$ cat config.mk
export PLATFORM = sky130hd
export DESIGN_NAME = sdram_lp_seq
export DESIGN_NICKNAME = d
export VERILOG_FILES = /design/src/rtl/lp_pkg.sv /design/src/rtl/lp_down_timer.sv /design/src/rtl/lp_burst_count.sv /design/src/rtl/lp_pin_encode.sv /design/src/rtl/sdram_lp_seq.sv
export SDC_FILE = /design/constraint.sdc
export NUM_CORES = 1
export LEC_CHECK = 0
export ABC_AREA = 1
export BUFFER_PORTS_ARGS = -buffer_cell sky130_fd_sc_hd__buf_2
export CAP_MARGIN = 20
export CORE_MARGIN = 2
export CORE_UTILIZATION = 23
export CTS_BUF_LIST = sky130_fd_sc_hd__clkbuf_8 sky130_fd_sc_hd__clkbuf_16
export CTS_CLUSTER_SIZE = 28
export DETAILED_ROUTE_END_ITERATION = 10
export PLACE_DENSITY = 0.33
export REMOVE_ABC_BUFFERS = 1
export SLEW_MARGIN = 0
export SYNTH_ARGS = -nofsm -noshare
export SYNTH_HDL_FRONTEND = slang
export SYNTH_SLANG_ARGS = --single-unit
$ cat constraint.sdc
create_clock -name clk -period 4.2 [get_ports clk]
set_input_delay 0.84 -clock clk [delete_from_list [all_inputs] [get_ports clk]]
set_output_delay 0.84 -clock clk [all_outputs]
set_load 0.05 [all_outputs]
$ cat src/rtl/lp_pkg.sv
package lp_pkg;
  typedef enum logic [1:0] {
    CMD_NOP = 2'd0,
    CMD_REF = 2'd1,
    CMD_SRE = 2'd2
  } lp_cmd_e;

  typedef enum logic [2:0] {
    ST_IDLE     = 3'd0,
    ST_PRE_REF  = 3'd1,
    ST_SR_RES   = 3'd2,
    ST_SR_XWAIT = 3'd3,
    ST_POST_REF = 3'd4,
    ST_PD_ENTER = 3'd5,
    ST_PD_RES   = 3'd6,
    ST_PD_XWAIT = 3'd7
  } lp_state_e;
endpackage

$ cat src/rtl/lp_down_timer.sv
module lp_down_timer #(
  parameter int unsigned W = 8
) (
  input  logic         clk,
  input  logic         rst_n,
  input  logic         load,
  input  logic [W-1:0] load_val,
  input  logic         dec,
  output logic         zero
);
  logic [W-1:0] cnt_q;
  logic [W-1:0] cnt_d;

  always_comb begin
    cnt_d = cnt_q;
    if (load) cnt_d = load_val;
    else if (dec && (cnt_q != '0)) cnt_d = cnt_q - 1'b1;
  end

  always_ff @(posedge clk or negedge rst_n) begin
    if (!rst_n) cnt_q <= '0;
    else if (load || dec) cnt_q <= cnt_d;
  end

  assign zero = (cnt_q == '0);
endmodule

$ cat src/rtl/lp_burst_count.sv
module lp_burst_count #(
  parameter int unsigned LIMIT = 4096,
  localparam int unsigned W = $clog2(LIMIT + 1)
) (
  input  logic clk,
  input  logic rst_n,
  input  logic clr,
  input  logic inc,
  output logic last
);
  logic [W-1:0] cnt_q;

  always_ff @(posedge clk or negedge rst_n) begin
    if (!rst_n) cnt_q <= '0;
    else if (clr) cnt_q <= '0;
    else if (inc) cnt_q <= cnt_q + 1'b1;
  end

  assign last = (cnt_q == W'(LIMIT));
endmodule

$ cat src/rtl/lp_pin_encode.sv
module lp_pin_encode
  import lp_pkg::*;
(
  input  lp_cmd_e cmd,
  output logic    cs_n,
  output logic    ras_n,
  output logic    cas_n,
  output logic    we_n
);
  always_comb begin
    cs_n  = 1'b0;
    ras_n = 1'b1;
    cas_n = 1'b1;
    we_n  = 1'b1;
    case (cmd)
      CMD_REF, CMD_SRE: begin
        ras_n = 1'b0;
        cas_n = 1'b0;
      end
      default: ;
    endcase
  end
endmodule

$ cat src/rtl/sdram_lp_seq.sv
module sdram_lp_seq
  import lp_pkg::*;
#(
  parameter int unsigned BURST_LEN = 4096,
  parameter int unsigned T_RC      = 8,
  parameter int unsigned T_AC      = 2,
  parameter int unsigned T_XSR     = 10,
  parameter int unsigned T_CKS     = 2,
  parameter int unsigned T_CK      = 1,
  parameter int unsigned PD_LIMIT  = 1000
) (
  input  logic clk,
  input  logic rst_n,
  input  logic sr_enter_req,
  input  logic sr_exit_req,
  input  logic pd_enter_req,
  input  logic pd_exit_req,
  input  logic banks_idle,
  output logic cke,
  output logic cs_n,
  output logic ras_n,
  output logic cas_n,
  output logic we_n,
  output logic seq_done,
  output logic seq_busy
);
  localparam int unsigned SRX_CYC = T_AC + T_XSR;
  localparam int unsigned PDX_CYC = T_CKS + T_CK;
  localparam int unsigned MAX_A   = (T_RC > SRX_CYC) ? T_RC : SRX_CYC;
  localparam int unsigned MAX_B   = (PD_LIMIT > PDX_CYC) ? PD_LIMIT : PDX_CYC;
  localparam int unsigned TMAX    = (MAX_A > MAX_B) ? MAX_A : MAX_B;
  localparam int unsigned TW      = $clog2(TMAX + 1);
  localparam logic [TW-1:0] RC_M1  = TW'(T_RC - 1);
  localparam logic [TW-1:0] SRX_M1 = TW'(SRX_CYC - 1);
  localparam logic [TW-1:0] PDX_M1 = TW'(PDX_CYC - 1);
  localparam logic [TW-1:0] PDL_M1 = TW'(PD_LIMIT - 1);

  lp_state_e       st_q, st_d;
  lp_cmd_e         cmd;
  logic            t_load, t_dec, t_zero;
  logic [TW-1:0]   t_val;
  logic            b_clr, b_inc, b_last;

  lp_down_timer #(.W(TW)) u_timer (
    .clk(clk), .rst_n(rst_n), .load(t_load), .load_val(t_val),
    .dec(t_dec), .zero(t_zero)
  );

  lp_burst_count #(.LIMIT(BURST_LEN)) u_burst (
    .clk(clk), .rst_n(rst_n), .clr(b_clr), .inc(b_inc), .last(b_last)
  );

  lp_pin_encode u_pins (
    .cmd(cmd), .cs_n(cs_n), .ras_n(ras_n), .cas_n(cas_n), .we_n(we_n)
  );

  always_comb begin
    st_d     = st_q;
    cmd      = CMD_NOP;
    cke      = 1'b1;
    seq_done = 1'b0;
    t_load   = 1'b0;
    t_val    = '0;
    t_dec    = 1'b0;
    b_clr    = 1'b0;
    b_inc    = 1'b0;
    case (st_q)
      ST_IDLE: begin
        if (sr_enter_req && banks_idle) begin
          st_d   = ST_PRE_REF;
          t_load = 1'b1;
          b_clr  = 1'b1;
        end else if (pd_enter_req) begin
          st_d   = ST_PD_ENTER;
          t_load = 1'b1;
          t_val  = PDL_M1;
        end
      end
      ST_PRE_REF, ST_POST_REF: begin
        if (!t_zero) begin
          t_dec = 1'b1;
        end else if (b_last) begin
          seq_done = 1'b1;
          if (st_q == ST_PRE_REF) begin
            cmd  = CMD_SRE;
            cke  = 1'b0;
            st_d = ST_SR_RES;
          end else begin
            st_d = ST_IDLE;
          end
        end else begin
          cmd    = CMD_REF;
          b_inc  = 1'b1;
          t_load = 1'b1;
          t_val  = RC_M1;
        end
      end
      ST_SR_RES: begin
        cke = 1'b0;
        if (sr_exit_req) begin
          st_d   = ST_SR_XWAIT;
          t_load = 1'b1;
          t_val  = SRX_M1;
        end
      end
      ST_SR_XWAIT: begin
        if (t_zero) begin
          st_d  = ST_POST_REF;
          b_clr = 1'b1;
        end else begin
          t_dec = 1'b1;
        end
      end
      ST_PD_ENTER: begin
        cke      = 1'b0;
        seq_done = 1'b1;
        t_dec    = 1'b1;
        st_d     = ST_PD_RES;
      end
      ST_PD_RES: begin
        cke = 1'b0;
        if (pd_exit_req || t_zero) begin
          st_d   = ST_PD_XWAIT;
          t_load = 1'b1;
          t_val  = PDX_M1;
        end else begin
          t_dec = 1'b1;
        end
      end
      ST_PD_XWAIT: begin
        if (t_zero) begin
          seq_done = 1'b1;
          st_d     = ST_IDLE;
        end else begin
          t_dec = 1'b1;
        end
      end
      default: st_d = ST_IDLE;
    endcase
  end

  always_ff @(posedge clk or negedge rst_n) begin
    if (!rst_n) st_q <= ST_IDLE;
    else        st_q <= st_d;
  end

  assign seq_busy = (st_q == ST_PRE_REF) || (st_q == ST_SR_XWAIT) ||
                    (st_q == ST_POST_REF) || (st_q == ST_PD_ENTER) ||
                    (st_q == ST_PD_XWAIT);
endmodule

* After elaboration in Yosys (flattened, before gate mapping)
Cells that the tools add are included.
Word-level totals: register bits after elaboration 26, input bits 7, output and inout port bits 7, word-level logic and storage cells 88
Cells by class: multiplexer cells 47, equal/unequal tests 17, add/subtract/negate cells 2, reductions and logical operators 19
Operators with widths (count):
- 10-bit 2-to-1 mux | 4
- 10-bit case mux with 4 select lines | 1
- 3-bit 2-to-1 mux | 10
- 13-bit 2-to-1 mux | 2
- 3-bit case mux with 7 select lines | 1
- 1-bit 2-to-1 mux | 17
- 13-bit by 1-bit adder with 13-bit output (second input constant) | 1
- 13-bit == test (second input constant) | 1
- 3-bit == test (second input constant) | 4
- 2-bit 2-to-1 mux | 6
- 2-bit inequality test (second input constant) | 6
- 10-bit zero test | 1
- 10-bit nonzero test | 1
- 10-bit by 1-bit subtractor with 10-bit output (second input constant) | 1
- 7-bit AND reduction | 1
- 3-bit by 2-bit == test with 1-bit output (second input constant) | 2
- 1-bit logical OR | 6
- 1-bit case mux with 3 select lines | 2
- 4-bit 2-to-1 mux | 1
- 1-bit case mux with 2 select lines | 2
- 1-bit case mux with 4 select lines | 1
- 2-bit nonzero test | 2
- 2-bit OR reduction | 2
- 4-bit OR reduction | 1
- 8 further kinds | 9

* Depth between registers and ports, before layout
Gate-level depths: netlist (run 1).
depth after elaboration 8, gate-level depth with buffers 13

* Modules after synthesis
A second synthesis (run 1) with hierarchy kept.
Unflattened totals: cells, all modules 317, area, all modules 2138.3 µm²
Modules (own cells, without submodules):
- lp_burst_count | cells each 103, area each 778.2 µm², instances 1
- lp_down_timer | cells each 115, area each 774.5 µm², instances 1
- sdram_lp_seq | cells each 89, area each 536.8 µm², instances 1
- lp_pin_encode | cells each 10, area each 48.8 µm², instances 1

* Worst setup path before layout (run 1)
Ideal clock, no wire load.
path type flip-flop to output port, start point reg u_timer.cnt_q[0], end point out seq_done, required time 3.360 ns, slack 1.060 ns, arrival 2.300 ns, cell stages (with the launch flop) 9, path through dfrtp_1 -> inv_1 -> ha_1 -> nand2_1 -> nor2_2 -> nand3_4 -> inv_2 -> nand2_1 -> o21ai_0
On the way: cells in the longest elaborated chain, start to end 3, elaborated cells on any way between the ends 4, those cells by class mux (3); reduce/logical (1)
RTL lines:
- from (decl) | RTL line lp_down_timer.sv:11 | logic [W-1:0] cnt_q;
- from (signal assigned) | RTL line lp_down_timer.sv:22 | else if (load || dec) cnt_q <= cnt_d;
- 10-bit zero test (*) | RTL line lp_down_timer.sv:25 | assign zero = (cnt_q == '0);
- 1-bit 2-to-1 mux, on equally long branches | RTL line sdram_lp_seq.sv:131, sdram_lp_seq.sv:80
- 1-bit case mux with 3 select lines (*) | RTL line sdram_lp_seq.sv:67 | case (st_q)
- to (decl) | RTL line sdram_lp_seq.sv:24 | output logic seq_done,
Every way passes the cells marked *; elsewhere a longest branch is shown, timed or not.

* Worst setup path after layout (run 1)
start point reg u_timer.cnt_q[0], end point out ras_n
On the way: cells in the longest elaborated chain, start to end 6, elaborated cells on any way between the ends 7, those cells by class eq/ne (2); mux (3); reduce/logical (2)
RTL lines:
- 10-bit zero test (*) | RTL line lp_down_timer.sv:25
- 2-bit 2-to-1 mux (*) | RTL line sdram_lp_seq.sv:80 | if (!t_zero) begin
- 2-bit 2-to-1 mux (*) | RTL line sdram_lp_seq.sv:67
- 2-bit by 1-bit == test with 1-bit output / 2-bit == test (equally long branches) | RTL line lp_pin_encode.sv:15 | case (cmd)
- 2-bit OR reduction (*) | RTL line lp_pin_encode.sv:15
- 1-bit 2-to-1 mux (*) | RTL line lp_pin_encode.sv:15
- to (decl) | RTL line sdram_lp_seq.sv:21 | output logic ras_n,
Marked as above.

==> impl_metrics.py, run 1 <==
metrics = {
    "logic_synthesis": {
        "synthArstFlopShare_pct": 100,
        "synthFlopType": "dfrtp_1",
        "synth_seq_cells": 26,
        "yosysWarnings": 0,
        "netlist.area_leader.share_pct": 32.3,
        "syn_inst": 294,
        "synth_cell_types": 36,
        "syn_area_um2": 2010,
        "synth-edff-count": 0,
        "synth_area_per_cell_um2": 6.84,
        "synth_top_area_cell": "dfrtp_1",
        "synth_area_leaders": "dfrtp_1 (32%), nand2_1 (17%), inv_1 (6.9%), nor2_1 (6.0%), nand3_1 (4.7%)",
        "ys_seq_area_share_pct": 32.3,
    },
    "floorplanning": {
        "row_count": 34,
        "die_y_um": 97.5,
        "core_um2": 8590,
        "dieWidth_um": 97.5,
        "pin_count": 14,
        "die_area_um2": 9510,
        "start_util_pct": 23.4,
    },
    "timing": {
        "worst_hold_slack_ns": 0.531,
        "hold_viol_final": 0,
        "min_period_ns": 3.02,
        "fin_crit_sh_pct": 71.9,
        "skew_ns": 0.00567,
        "fmax_ghz": 0.331,
        "worstMarginPinSlew_ns": 0.654,
        "relSlewSlack_pct": 56.4,
        "setup_tns_ns": 0,
        "rsz0062_at_grt": "no",
        "setup_violations": 0,
        "slew_violations": 0,
    },
    "global_route": {
        "antenna_found_initial": 0,
        "overflow": 0,
        "grt_first_pass_wirelength_um": 8920,
        "grt_pass1_vias": 1833,
        "grt_max_degree": 27,
        "grt_usage_pct": 11.5,
    },
    "power": {
        "intPower_w": 0.000665,
        "sequentialPowerShare_pct": 29.0,
        "sw_frac_of_total_pct": 53.2,
        "p_sw_w": 0.000756,
        "p_per_area_nw_per_um2": 644,
        "pwr-share-clk_pct": 10.9,
        "vdd_drop_max_mv": 0.274,
        "p_comb_share_pct": 60.1,
        "power.leakage_nw": 1.12,
    },
    "flow_run": {
        "cap_viol_max_count": 0,
    },
    "min_path": {
        "hold_path_class": "flop to flop",
    },
    "critical_path": {
        "crit_type": "flop to output pin",
        "path_delay_family": "simple AND/OR/NAND/NOR gates",
        "slowest_delay_ns": 0.41,
        "cp.required_ns": 3.36,
        "path_cells": "inv_1 -> ha_1 -> nand2_1 -> nor2_2 -> nand3_4 -> inv_2 -> nand3_2 -> nand2_1 -> inv_1 -> buf_2",
        "critPathLaunchType": "flop",
        "r2r_setup_slack_ns": 2.03,
        "cp_max_fo": 11,
        "cp_slowest_cell": "dfrtp_1",
        "arrival_ns": 2.18,
        "end_kind": "output pin",
        "path_buf_inv": 4,
    },
    "route": {
        "totalWireLength_um": 5030,
        "drc": 0,
        "dr_total_vias": 1775,
        "drt_pass1_iterations": 4,
        "post_drt_wl_per_cell_um": 12.2,
        "avgViaCountPerCell": 4.32,
        "ant_nets": 0,
        "drt_iter0_drc": 53,
    },
    "placed_design": {
        "dpl.hpwl_um": 3780,
        "gp_congestion": 0.716,
        "port_buffers": 11,
    },
    "cells_and_area": {
        "synthToLayoutAreaGrowth_pct": 9.58,
        "final_cell_mix": "nand2_1 (90), inv_1 (37), nor2_1 (32)",
        "layout-drive-gt1-share_pct": 15.5,
        "antennaDiodeCount": 0,
        "nets": 315,
        "final_common_cell": "nand2_1",
    },
    "clocking": {
        "clk_pin_slew_ns": 0.10,
        "cts_tree": "yes",
        "htree_levels": 1,
        "clk_latency_ns": 0.28,
        "cts.sinks": 26,
        "root_buffer": "clkbuf_8",
        "cts-resized-gates": 0,
        "cts_buffers": 3,
        "holdBufCountCts": 0,
        "cts_setup_buffers": 0,
        "cts_max_path_buffers": 2,
    },
    "status": {
        "run_status": "finished clean",
    },
}
-- layer usage --
metal	global-route usage (%)	wire length (um)	share of wire (%)	up-vias
met3	1.58	97	1.9	4
li1	-	-	-	937
met4	3.21	68	1.4	0
met2	19.7	2380	47	20
met5	0	0	0	-
met1	15.2	2490	49	814
-- cell usage after synthesis, drive strengths merged (3+ instances only) --
cell type  count
xnor2          4
o21ai         13
nor3          12
nor2          41
xor2           7
a21oi          5
ha             3
inv           45
buf            5
nand4          7
nand3         23
nand2         94
dfrtp         26
-- power by group through the flow --
stage               clock network (W)  registers, W  logic (W)
CTS                          0.000164      0.000412   0.000867
detailed placement                  0      0.000416   0.000866
floorplan                           0      0.000397   0.000696
global route                 0.000173      0.000424   0.000990
global placement                    0      0.000420   0.000882
finish                       0.000155      0.000412   0.000855
-- area by class of cell --
| type | count | area (um2) |
|---|---|---|
| fill | 988 | 6390 |
| multi-input combinational | 218 | 1150 |
| sequential | 26 | 651 |
| inverter | 45 | 171 |
| tap | 108 | 135 |
| timing repair buffer | 11 | 55.1 |
| clock buffer | 3 | 41.3 |
-- per-stage QoR --
stage | instances | area (um2) | util, % | worst slack, ns | power [W]
after floorplan | 289 | 1970 | - | 1.06 | 0.00109
after global placement | 408 | 2160 | 25.2 | 1.52 | 0.00130
after detailed placement | 408 | 2160 | 25.2 | 1.45 | 0.00128
after CTS | 411 | 2200 | 25.7 | 1.13 | 0.00144
after global routing | 411 | 2200 | 25.7 | 0.950 | 0.00159
final | 411 | 2200 | 25.7 | 1.18 | 0.00142
-- cells by family after synthesis --
logic type / count (synthesis) / synth area share (%)
fa+ha+maj: 3 / 1.87
simple gates: 181 / 43.8
flops: 26 / 32.3
compound gates: 21 / 6.34
other cells: 2 / 0.373
xor+xnor: 11 / 4.79
buf+inv: 50 / 10.4
-- worst reg2reg max path, cell delays in order, from the launching register on --
cell	delay [ns]
dfrtp_1	0.41
inv_1	0.12
ha_1	0.20
nand2_1	0.07
nor2_2	0.17
nand3_4	0.20
inv_2	0.12
nand3_2	0.22
nand2_1	0.16
nor2_2	0.06
nand2_4	0.14
inv_4	0.09
nand2_1	0.06
nand2_1	0.05
-- worst paths after layout --
check                                   end  depth (start not counted)             start
min in group asynchronous  u_burst.cnt_q[3]                          1             rst_n
setup / recovery                      ras_n                         10  u_timer.cnt_q[0]
hold / removal             u_timer.cnt_q[0]                          2  u_timer.cnt_q[0]
setup reg to reg           u_timer.cnt_q[9]                         13  u_timer.cnt_q[0]
hold reg to reg            u_timer.cnt_q[0]                          2  u_timer.cnt_q[0]
max in group asynchronous  u_burst.cnt_q[9]                          1             rst_n
-- flip-flops by register name, summed over array words and instances, names as in the netlist --
signal         count
st_q               3
u_burst.cnt_q     13
u_timer.cnt_q     10
Power figures use the tool's default switching activity.
==> run 2, diff against run 1 <==
Clock period 4.2 ns to 3 ns, I/O delays scaled along.
==> run 2 against run 1 <==
Against the previous run:
- critical path depth did not move
- hold slack got worse by 0.20 ns
- sequential share of layout area did not move
- critical endpoint unchanged
- largest power group unchanged
- highest routed layer unchanged
==> impl_metrics.py, run 2 (synthesis gave the netlist of run 1 again) <==
metrics = {
    "cells_and_area": {
        "fin_cells": 411,
        "largest_reg_flops": 13,
        "final_area_um2": 2200,
        "synthToLayoutAreaGrowth_pct": 9.58,
        "final_common_cell": "nand2_1",
        "layout-drive-gt1-share_pct": 15.5,
        "final_cell_mix": "nand2_1 (90), inv_1 (37), nor2_1 (32)",
        "nets": 315,
        "antennaDiodeCount": 0,
        "reg_top3": "u_burst.cnt_q: 13 flops, u_timer.cnt_q: 10 flops, st_q: 3 flops",
        "top_register": "u_burst.cnt_q",
    },
    "critical_path": {
        "r2r-end": "u_timer.cnt_q[9]",
        "cp.required_ns": 2.40,
        "reg2reg_from": "u_timer.cnt_q[0]",
        "reg2reg_depth": 13,
        "arrival_ns": 2.16,
        "crit_cells": 10,
        "critPathLaunchType": "flop",
        "endpoint": "ras_n",
        "slowest_delay_ns": 0.40,
        "startpoint": "u_timer.cnt_q[0]",
        "path_buf_inv": 4,
        "end_kind": "output pin",
        "crit_type": "flop to output pin",
        "r2r_setup_slack_ns": 0.85,
        "cp_max_fo": 11,
        "path_delay_family": "simple AND/OR/NAND/NOR gates",
        "cp_slowest_cell": "dfrtp_1",
        "path_cells": "inv_1 -> ha_1 -> nand2_1 -> nor2_2 -> nand3_4 -> inv_2 -> nand3_2 -> nand2_1 -> inv_1 -> buf_2",
    },
    "route": {
        "dr_total_vias": 1756,
        "wl_met1_um": 2570,
        "ant_nets": 0,
        "dr_wl_met2_um": 2340,
        "post_drt_wl_per_cell_um": 12.4,
        "drt_iter0_drc": 45,
        "drt_pass1_iterations": 4,
        "totalWireLength_um": 5080,
        "top_layer_used": "met4",
        "avgViaCountPerCell": 4.27,
        "wl_met3_um": 95,
        "drc": 0,
    },
    "timing": {
        "worstMarginPinSlew_ns": 0.659,
        "fmax_ghz": 0.362,
        "setup_tns_ns": 0,
        "min_period_ns": 2.76,
        "rsz0062_at_grt": "no",
        "setup_violations": 0,
        "skew_ns": 0.00302,
        "relSlewSlack_pct": 56.0,
        "fin_crit_sh_pct": 92.0,
        "worst_hold_slack_ns": 0.331,
        "slew_violations": 0,
        "hold_viol_final": 0,
    },
    "global_route": {
        "antenna_found_initial": 0,
        "grt_usage_pct": 11.6,
        "grt_first_pass_wirelength_um": 8910,
        "grt_pass1_vias": 1832,
        "grt_max_degree": 27,
        "overflow": 0,
    },
    "clocking": {
        "cts.sinks": 26,
        "clk_pin_slew_ns": 0.10,
        "clk_latency_ns": 0.28,
        "holdBufCountCts": 0,
        "cts-resized-gates": 0,
        "cts_buffers": 3,
        "cts_tree": "yes",
        "cts_max_path_buffers": 2,
        "root_buffer": "clkbuf_8",
        "cts_setup_buffers": 0,
        "htree_levels": 1,
    },
    "min_path": {
        "hold_path_class": "primary input to async pin",
    },
    "floorplanning": {
        "row_count": 34,
        "pin_count": 14,
        "core_um2": 8590,
        "start_util_pct": 23.4,
        "dieWidth_um": 97.5,
        "die_area_um2": 9510,
        "die_y_um": 97.5,
    },
    "power": {
        "power.leakage_nw": 1.12,
        "power_w": 0.00200,
        "p_per_area_nw_per_um2": 905,
        "vdd_drop_max_mv": 0.328,
    },
    "placed_design": {
        "dpl.hpwl_um": 3870,
        "gp_congestion": 0.716,
        "post_dp_cell_area_um2": 2160,
        "port_buffers": 11,
        "dp.cells": 408,
    },
    "status": {
        "run_status": "finished clean",
    },
    "flow_run": {
        "cap_viol_max_count": 0,
    },
}
run 2: how the worst min path moves through the flow:
stage | start | endpoint | slack, ns | depth (start not counted)
2_1_floorplan | rst_n | st_q[0] | 0.30 | 0
3_3_place_gp | u_timer.cnt_q[1] | u_timer.cnt_q[1] | 0.50 | 2
3_5_place_dp | u_timer.cnt_q[1] | u_timer.cnt_q[1] | 0.50 | 2
4_1_cts | rst_n | u_burst.cnt_q[6] | 0.37 | 1
5_1_grt | rst_n | u_burst.cnt_q[6] | 0.39 | 1
6_report | rst_n | u_burst.cnt_q[6] | 0.33 | 1
run 2: layout make-up:
cell class                 instances  area (um2)
clock buffer                       3        41.3
fill                            1007        6390
inverter                          45         171
multi-input combinational        218        1150
sequential                        26         651
tap                              108         135
timing repair buffer              11        55.1
run 2: power breakdown:
| group | internal (W) | total, W | switching (W) |
|---|---|---|---|
| registers | 0.000453 | 0.000576 | 0.000123 |
| clock network | 0.0000908 | 0.000223 | 0.000132 |
| logic | 0.000388 | 0.00120 | 0.000809 |
run 2: through the flow:
stage          utilization, %  setup slack, ns
2_1_floorplan               -            0.100
3_3_place_gp             25.2            0.564
3_5_place_dp             25.2            0.501
4_1_cts                  25.7            0.184
5_1_grt                  25.7           0.0372
6_report                 25.7            0.240
run 2: metal layers:
layer	vias to the layer above	global-route usage [%]
li1	938	-
met1	796	15.4
met2	17	19.8
met3	5	1.51
met4	0	3.21
met5	-	0
